<file path="config.mk">
export PLATFORM = sky130hd
export DESIGN_NAME = rng_pulse_seq
export DESIGN_NICKNAME = d
export VERILOG_FILES = /design/src/rtl/rng_pulse_seq.sv
export SDC_FILE = /design/constraint.sdc
export NUM_CORES = 1
export LEC_CHECK = 0
export BUFFER_PORTS_ARGS = -buffer_cell sky130_fd_sc_hd__buf_4
export CAP_MARGIN = 10
export CORE_MARGIN = 1.5
export CORE_UTILIZATION = 52
export CTS_CLUSTER_DIAMETER = 80
export CTS_CLUSTER_SIZE = 14
export DETAILED_ROUTE_END_ITERATION = 10
export PLACE_DENSITY_LB_ADDON = 0.08
export SYNTH_ARGS = -nofsm -noshare
export SYNTH_HDL_FRONTEND = slang
export SYNTH_SLANG_ARGS = --single-unit
</file>
<file path="constraint.sdc">
create_clock -name clk -period 1.8 [get_ports clk]
set_input_delay 0.27 -clock clk [delete_from_list [all_inputs] [get_ports clk]]
set_output_delay 0.27 -clock clk [all_outputs]
set_load 0.01 [all_outputs]
</file>
<file path="src/rtl/rng_pulse_seq.sv">
module rng_pulse_seq #(
  parameter int PULSE_LIMIT = 6
) (
  input  logic       clk,
  input  logic       rst_n,
  input  logic       run,
  input  logic       pulse_done,
  input  logic       cell_lrs,
  output logic       pulse_req,
  output logic [2:0] pulse_type,
  output logic [1:0] rnd_word,
  output logic       rnd_valid,
  output logic       err
);
  localparam int CW = $clog2(PULSE_LIMIT + 1) + 1;

  typedef enum logic [2:0] {
    S_IDLE, S_INIT, S_PPROBE, S_READ1, S_FSET, S_NPROBE, S_READ2, S_FRESET
  } st_t;

  st_t           state, nxt;
  logic [CW-1:0] cnt;
  logic          primed, bit1;
  logic          in_cycle, cycle_end, over;

  assign pulse_req = (state != S_IDLE);
  assign in_cycle  = (state != S_IDLE) && (state != S_INIT);
  assign cycle_end = pulse_done && ((state == S_READ2 && !cell_lrs) || state == S_FRESET);
  assign over      = pulse_done && in_cycle && !cycle_end && ((cnt + 1'b1) >= CW'(PULSE_LIMIT));

  always_comb begin
    case (state)
      S_PPROBE: pulse_type = 3'd1;
      S_NPROBE: pulse_type = 3'd2;
      S_FSET:   pulse_type = 3'd3;
      S_INIT,
      S_FRESET: pulse_type = 3'd4;
      S_READ1,
      S_READ2:  pulse_type = 3'd5;
      default:  pulse_type = 3'd0;
    endcase
  end

  always_comb begin
    nxt = state;
    case (state)
      S_IDLE:   if (run && !err) nxt = primed ? S_PPROBE : S_INIT;
      S_INIT:   if (pulse_done) nxt = run ? S_PPROBE : S_IDLE;
      S_PPROBE: if (pulse_done) nxt = S_READ1;
      S_READ1:  if (pulse_done) nxt = cell_lrs ? S_NPROBE : S_FSET;
      S_FSET:   if (pulse_done) nxt = S_NPROBE;
      S_NPROBE: if (pulse_done) nxt = S_READ2;
      S_READ2:  if (pulse_done) nxt = cell_lrs ? S_FRESET : (run ? S_PPROBE : S_IDLE);
      S_FRESET: if (pulse_done) nxt = run ? S_PPROBE : S_IDLE;
      default:  nxt = S_IDLE;
    endcase
  end

  always_ff @(posedge clk or negedge rst_n) begin
    if (!rst_n) begin
      state     <= S_IDLE;
      cnt       <= '0;
      primed    <= 1'b0;
      bit1      <= 1'b0;
      err       <= 1'b0;
      rnd_valid <= 1'b0;
      rnd_word  <= 2'b00;
    end else begin
      rnd_valid <= 1'b0;
      if (over) begin
        err   <= 1'b1;
        state <= S_IDLE;
        cnt   <= '0;
      end else begin
        state <= nxt;
        if (cycle_end || !in_cycle) cnt <= '0;
        else if (pulse_done)        cnt <= cnt + 1'b1;
        if (state == S_INIT && pulse_done) primed <= 1'b1;
        if (state == S_READ1 && pulse_done) bit1 <= cell_lrs;
        if (cycle_end) begin
          rnd_valid <= 1'b1;
          rnd_word  <= {bit1, state == S_FRESET};
        end
      end
    end
  end

  a_r2_req_held: assert property (@(posedge clk) disable iff (!rst_n)
    (pulse_req && !pulse_done && !err) |=> (pulse_req && $stable(pulse_type)));
  a_r2_code_legal: assert property (@(posedge clk) disable iff (!rst_n)
    pulse_req == (pulse_type inside {3'd1, 3'd2, 3'd3, 3'd4, 3'd5}));
  a_r4_probe_then_read: assert property (@(posedge clk) disable iff (!rst_n)
    (pulse_done && pulse_type == 3'd1) |=> (pulse_type == 3'd5 || err));
  a_r5_set_then_nprobe: assert property (@(posedge clk) disable iff (!rst_n)
    (pulse_done && pulse_type == 3'd3) |=> (pulse_type == 3'd2 || err));
  a_r7_valid_single: assert property (@(posedge clk) disable iff (!rst_n)
    rnd_valid |=> !rnd_valid);
  a_r10_err_halts: assert property (@(posedge clk) disable iff (!rst_n)
    err |=> (err && !pulse_req && !rnd_valid));
  a_r10_cnt_bound: assert property (@(posedge clk) disable iff (!rst_n)
    cnt <= CW'(PULSE_LIMIT));
endmodule

</file>
Yosys cells after proc, flatten, opt, wreduce, memory -nomap -nowiden
Index checks and enable logic that the tools add are counted.
{ "word_totals": {"word_cells": 68, "latch_bits": 0, "memories": 0, "mem_bits_rw": 0, "rom_bits": 0, "ff_bits": 13} }
{ "classes": {"mul": 0, "n_addsub": 1, "order_cmp": 1, "n_mux": 19, "bitwise_logic": 1, "n_shift": 0, "n_eq_ne": 15, "n_div": 0, "n_reduce_logical": 24} }
{ "op_table": {"columns": ["op", "count"], "rows": [
  ["$mux W3", 9],
  ["$pmux W3 S7", 1],
  ["$ne A3 B3 Y1 const B", 6],
  ["$pmux W3 S5", 1],
  ["$eq A3 B3 Y1 const B", 4],
  ["$mux W4", 3],
  ["$logic_and A1 B1 Y1", 9],
  ["$reduce_and A7 Y1", 1],
  ["$eq A3 B2 Y1 const B", 2],
  ["$ne A3 B1 Y1 const B", 2],
  ["$reduce_and A2 Y1", 3],
  ["$reduce_bool A3 Y1", 2],
  ["$add A4 B1 Y4 const B", 1],
  ["$ge A4 B3 Y1 const B", 1],
  ["$logic_not A1 Y1", 4],
  ["$mux W2", 2],
  ["$reduce_or A2 Y1", 2],
  ["$eq A3 B1 Y1 const B", 1],
  ["$logic_not A3 Y1", 1],
  ["$mux W1", 3],
  ["$logic_or A1 B1 Y1", 2],
  ["$not A1 Y1", 1]
]} }

Longest topological paths before layout
Gate-level depths: netlist (run 1).
{ "depth": {"depth_word": 9, "ltp_mapped": 6} }

Least setup slack after synthesis (run 1)
OpenSTA, ideal clock, no wires.
{ "synth_path": {"path_type": "reg-to-reg", "startpoint": "register cnt[0]", "endpoint": "register bit1", "setup_time_ps": 125, "path_stages_with_launch": 6, "period_less_slack_ps": 1493, "arrival_ps": 1369, "required_ps": 1675, "slack_ps": 307, "cell_sequence": "dfrtp_1 ha_1 inv_1 o21ai_2 nand4_1 mux2_2"} }
{ "synth_via": {"elab_chain_len": 5} }
{ "synth_rtl": {"columns": ["element", "line", "text"], "rows": [
  ["start, declared", "22", "logic [CW-1:0] cnt;"],
  ["start signal, assigned", "77", "else if (pulse_done) cnt <= cnt + 1'b1;"],
  ["$add A4 B1 Y4", "29", "assign over = pulse_done && in_cycle && !cycle_end && ((cnt + 1'b1) >= CW'(PULSE_LIMIT));"],
  ["$ge A4 B3 Y1", "29", null],
  ["$logic_and A1 B1 Y1", "29", null],
  ["$not A1 Y1 (no line)", null, null],
  ["$reduce_and A2 Y1 (no line)", null, null],
  ["end signal, assigned", "79", "if (state == S_READ1 && pulse_done) bit1 <= cell_lrs;"],
  ["end, declared", "23", "logic primed, bit1;"]
]} }
Every way passes these cells.
A chain may end at the register's enable or synchronous reset.

Worst setup path after layout (run 1)
{ "layout_path": {"startpoint": "register state[2]", "endpoint": "output pulse_type[0]"} }
{ "layout_via": {"elab_chain_len": 3} }
{ "layout_rtl": {"columns": ["element", "line", "text"], "rows": [
  ["start, declared", "21", "st_t state, nxt;"],
  ["start signal, assigned", "75", "state <= nxt;"],
  ["$eq A3 B3 Y1, or another cell as far along", "32", "case (state)"],
  ["$reduce_or A2 Y1, on equally long branches", null, null],
  ["$pmux W3 S5 *", "32", null],
  ["end, declared", "10", "output logic [2:0] pulse_type,"]
]} }
Every way passes the cells marked *; elsewhere a longest branch is shown, timed or not.

==> qor.csv, run 1 <==
metric,value,unit
status,finished clean,
synth_top_area_share,0.4362,
fin_skew,0.007480,ns
postCtsSetupBuffers,0,
critical_path_class,reg2out,
drt_pass1_iterations,4,
critical-path-top-delay-family,flip-flops,
final_weighted_congestion_in_routability_driven_placement,0.7660,
utilization,0.6705,
netlist_area,745.7,um2
grt_usage,0.2255,
die_height,40.87,um
async_reset_ff_frac,1.000,
grt_setup_unrepaired,no,
fin_total_pwr,1.397,mW
antennaDiodeCount,0,
final_antenna_net_count,0,
h-tree-depth,1,
antenna_found_initial,0,
tritoncts.num_buffers,3,
timing_max_transition_violations_final,0,
hold_path.class,in2reg,
critical_path_peak_fanout,12,
critical_path.max_stage_delay,0.50,ns
totalNegativeSetupSlack,0,ns
num_rows,13,
grt_pass1_vias,532,
ys_warn_count,0,
syn_avg_cell_area,9.943,um2
tritoncts,yes,
critical-path-slowest-cell,dfrtp_1,
worstSetupStartpointType,register,
yosys_register_bits,13,
hpwl,1.075,mm
number_of_enable_flip_flop_cells_after_synthesis,0,
worstPathBufferInverterCount,2,
fin_nets,99,
synth-seq-area-share,0.4362,
synth.area.top_cells,"dfrtp_1, o21ai_0, inv_1",
clock_latency,0.28,ns
drt_iter0_markers,13,
worst_margin_pin_slew,0.3441,ns
die_width,40.87,um
cp_data_required_time,1.53,ns
number_of_cells_produced_by_synthesis,75,
pre_cts_ws,0.2226,ns
wire_length_of_the_first_global_routing_pass,2.311,mm
floorplan.initialDensity,0.5660,
achievable-frequency,606.1,MHz
synth.lib_cells_used.distinct,32,
routed_wire_length_per_instance,14.49,um
synthToLayoutAreaGrowth,18.46,%
design.die.area,1670,um2
core,1318,um2
port-buffer-count,12,
hold_viol,0,
drt-vias-per-instance,5.764,
static-leakage-power,0.4086,nW
worst_slack,0.1500,ns
power.ir.vdd_worst,0.0007453,V
max-clock-path-buffers,2,
synth_top_cell_by_area,dfrtp_1,
clkSinkCount,13,
maximum_number_of_pins_on_one_net_before_global_route_repair,14,
drv.max_cap_violation_count,0,
list_of_cells_traversed_by_the_critical_path,inv_1 > mux2i_1 > buf_4,
worstPathArrival,1.38,ns
finalCriticalPeriod,1.650,ns
top_level_ports,13,
postSynth.topFlopCell,dfrtp_1,
timing.critical_path.to_type,primary output,
power-per-cell-area,1582,nW/um2
worst_slew_margin_rel,0.7706,
vias,611,
period_share,0.9166,
globalRoute.totalOverflow,0,
mapped_nets,82,
final-setup-viol-count,0,
layout.cells.most_common_list,"dfrtp_1, buf_4, inv_1, o21ai_0",
ctsRootBufferMaster,clkbuf_4,
cts.clk_slew.worst_paths,0.08,ns
route.detailed.drc,0,
final_layout_size_suffix_gt1_frac,0.2637,
finalWirelength,1.536,mm
## repair_timing
| action | in CTS | in global routing |
|---|---|---|
| gates resized for setup | 0 | 0 |
| hold buffers | 1 | 0 |
| endpoints found under the setup margin | 0 | 0 |
| hold endpoints to repair | 13 | 0 |
## layout make-up
cell class / count / area [um2]
timing repair buffer: 14 / 107.6
sequential: 13 / 325.3
tap: 15 / 18.77
multi-input combinational: 53 / 379.1
clock buffer: 4 / 26.28
inverter: 7 / 26.28
fill: 99 / 434.2
## layer usage
layer | vias to the layer above | routed length [um] | global-route usage
met3 | 7 | 99 | 0.06522
met2 | 24 | 620 | 0.3320
met5 | - | 0 | 0
li1 | 300 | - | -
met1 | 280 | 763 | 0.2857
met4 | 0 | 53 | 0.1417
## cells in the mapped netlist (2+ instances only)
cell type and number:
a21o_1 2, a21oi_1 4, and2_1 2, buf_4 2, dfrtp_1 13, ha_1 2
inv_1 7, mux2_2 2, mux2i_1 2, nand2_1 4, nand3_1 4, nand4_1 2
nor2_1 2, nor2b_1 3, o21ai_0 7
## metrics by stage
stage,hold WS [ns],area [um2],instances
2_1_floorplan,-0.02559,745.7,75
3_3_place_gp,0.1193,847.1,101
3_5_place_dp,0.1215,847.1,101
4_1_cts,0.2238,883.3,106
5_1_grt,0.2228,883.3,106
6_report,0.2321,883.3,106
## logic make-up after synthesis
| logic type | share of synthesized area |
|---|---|
| AOI/OAI and AO/OA | 0.1930 |
| and+or+nand+nor | 0.1728 |
| DFF | 0.4362 |
| buffers and inverters | 0.05537 |
| muxes | 0.07550 |
| xor gates and xnor gates | 0.03357 |
| adders and majority gates | 0.03355 |
## final timing paths
check | from | to | slack, ns | cells past startpoint
max in group asynchronous | rst_n | cnt[1] | 1.28 | 2
min | pulse_done | state[0] | 0.23 | 2
min reg2reg | primed | primed | 0.47 | 1
min in group asynchronous | rst_n | err | 0.36 | 2
max | state[2] | pulse_type[0] | 0.15 | 3
max reg2reg | cnt[1] | bit1 | 0.18 | 6
## registers in the layout (all words and copies together) (netlist names)
| register | count |
|---|---|
| bit1 | 1 |
| cnt | 4 |
| err | 1 |
| primed | 1 |
| rnd_valid | 1 |
| rnd_word | 2 |
| state | 3 |
## where the power goes
part	total (mW)	switching (mW)	internal, mW
combinational	0.672	0.335	0.337
sequential	0.538	0.136	0.402
clock	0.187	0.101	0.0861
total	1.40	0.572	0.825
Note: power is estimated with default switching activity, not from simulation.
==> run 2: changes to the inputs <==
--- a/config.mk
+++ b/config.mk
@@ -12,7 +12,7 @@
 export CTS_CLUSTER_DIAMETER = 80
 export CTS_CLUSTER_SIZE = 14
 export DETAILED_ROUTE_END_ITERATION = 10
-export PLACE_DENSITY_LB_ADDON = 0.08
+export PLACE_DENSITY = 0.75
 export SYNTH_ARGS = -nofsm -noshare
 export SYNTH_HDL_FRONTEND = slang
 export SYNTH_SLANG_ARGS = --single-unit
==> qor.csv, run 2 (synthesis gave the netlist of run 1 again) <==
metric,value,unit,change
max-clock-path-buffers,2,,unchanged
dpl.cell_count,100,,was 101
critical_path_class,reg2out,,unchanged
hpwl,1.128,mm,was 1.075 mm
h-tree-depth,1,,unchanged
final-setup-viol-count,0,,unchanged
cts_resized,0,,unchanged
number_of_flip_flops_under_the_largest_register_name,4,,unchanged
finalCriticalPeriod,1.664,ns,was 1.650 ns
grt_usage,0.2105,,was 0.2255
clkSinkCount,13,,unchanged
drv.max_cap_violation_count,0,,unchanged
layout.cells.most_common,dfrtp_1,,
reg.largest.list,"cnt: 4 flops, state: 3 flops, rnd_word: 2 flops",,unchanged
static-leakage-power,0.4036,nW,was 0.4086 nW
drt_iter0_markers,21,,was 13
synthToLayoutAreaGrowth,17.45,%,was 18.46%
clock_latency,0.28,ns,about the same
period_share,0.9247,,was 0.9166
num_rows,13,,unchanged
route.detailed.drc,0,,unchanged
final_antenna_net_count,0,,unchanged
wire_length_of_the_first_global_routing_pass,2.214,mm,was 2.311 mm
ctsRootBufferMaster,clkbuf_4,,unchanged
maximum_number_of_pins_on_one_net_before_global_route_repair,14,,unchanged
worst_r2r_startpoint,cnt[1],,unchanged
totalNegativeSetupSlack,0,ns,unchanged
fin_skew,0.002266,ns,was 0.007480 ns
fillCellCount,111,,was 99
timing.critical_path.to_type,primary output,,unchanged
critical_path_peak_fanout,13,,was 12
routed_wire_length_per_instance,14.33,um,was 14.49 um
utilization,0.6648,,was 0.6705
worst_margin_pin_slew,0.3793,ns,was 0.3441 ns
worstPathArrival,1.39,ns,was 1.38 ns
drt-vias-per-instance,5.952,,was 5.764
worst_slew_margin_rel,0.7472,,was 0.7706
fin_total_pwr,1.376,mW,was 1.397 mW
grt_pass1_vias,517,,was 532
sw_frac_of_total,0.4090,,was 0.4094
clkPwrFrac,0.135,,was 0.134
finalNonFillerCells,105,,was 106
tritoncts.num_buffers,3,,unchanged
hp-start,pulse_done,,unchanged
finalWirelength,1.505,mm,was 1.536 mm
worstSetupStartpointType,register,,unchanged
tritoncts,yes,,unchanged
final_layout_size_suffix_gt1_frac,0.2556,,was 0.2637
hold_viol,0,,unchanged
floorplan.initialDensity,0.5660,,unchanged
cp_data_required_time,1.53,ns,about the same
power_report.internal_total,0.8129,mW,was 0.8252 mW
status,finished clean,,unchanged
globalRoute.totalOverflow,0,,unchanged
achievable-frequency,600.8,MHz,was 606.1 MHz
antennaDiodeCount,0,,unchanged
comb_power_share,0.469,,was 0.481
vias,625,,was 611
final_weighted_congestion_in_routability_driven_placement,0.7589,,was 0.7660
antenna_found_initial,0,,unchanged
timing_max_transition_violations_final,0,,unchanged
power-per-cell-area,1571,nW/um2,was 1582 nW/um2
cts.clk_slew.worst_paths,0.08,ns,about the same
drt_pass1_iterations,4,,unchanged
core,1318,um2,unchanged
fin_nets,98,,was 99
design.die.area,1670,um2,unchanged
net-switching-power,0.5627,mW,was 0.5721 mW
die_width,40.87,um,unchanged
grt_setup_unrepaired,no,,unchanged
port-buffer-count,12,,unchanged
critical_path.startpoint,state[1],,was state[2]
power.ir.vdd_worst,0.0007816,V,was 0.0007453 V
die_height,40.87,um,unchanged
hold_path.class,in2reg,,unchanged
layout.cells.most_common_list,"dfrtp_1, buf_4, inv_1, o21ai_0",,unchanged
sequentialPowerShare,0.396,,was 0.385
top_level_ports,13,,unchanged
registers.top_by_ff_count,cnt,,unchanged
[run 2: final timing paths]
check	cells past startpoint	slack, ns	to
setup / recovery	2	0.14	pulse_req
hold / removal	2	0.23	state[0]
setup reg to reg	6	0.17	bit1
hold reg to reg	1	0.48	primed
max in group asynchronous	2	1.27	state[2]
min in group asynchronous	2	0.37	rnd_valid
[run 2: area by class of cell]
type,instances,area [um2],area share
clock buffers,4,26.28,0.03000
inverters,7,26.28,0.03000
multi-input cells,53,379.1,0.4329
flip-flops and latches,13,325.3,0.3714
well taps,15,18.77,0.02143
repair buffers,13,100.1,0.1143
[run 2: critical path: stages (launching register included)]
cell and delay (ns):
dfrtp_1 0.52, or3_4 0.44, buf_4 0.15
[run 2: power groups by stage]
stage / Sequential (mW) / Clock, mW / Combinational, mW
final: 0.545 / 0.186 / 0.644
after global routing: 0.566 / 0.195 / 0.708
after CTS: 0.545 / 0.188 / 0.650
after detailed placement: 0.551 / 0 / 0.642
after global placement: 0.546 / 0 / 0.624
after floorplan: 0.497 / 0 / 0.474
[run 2: routing by layer]
metal	GRT usage	share of wire	routed length (um)
met1	0.2542	0.45	682
met2	0.3477	0.47	700
met3	0.03261	0.061	92
met4	0.1250	0.019	29
met5	0	0	0
[run 2: per-stage QoR]
step | setup WS (ns) | instance area [um2] | hold slack (ns)
2_1_floorplan | 0.3067 | 745.7 | -0.02559
3_3_place_gp | 0.2537 | 839.6 | 0.1216
3_5_place_dp | 0.1889 | 839.6 | 0.1220
4_1_cts | 0.1378 | 875.8 | 0.2271
5_1_grt | 0.08766 | 875.8 | 0.2462
6_report | 0.1356 | 875.8 | 0.2334
[run 2: what timing repair did]
| item | 4_1_cts | 5_1_grt |
|---|---|---|
| endpoints found under the hold margin | 13 | 0 |
| hold buffers | 1 | 0 |
| setup buffers | 0 | 0 |
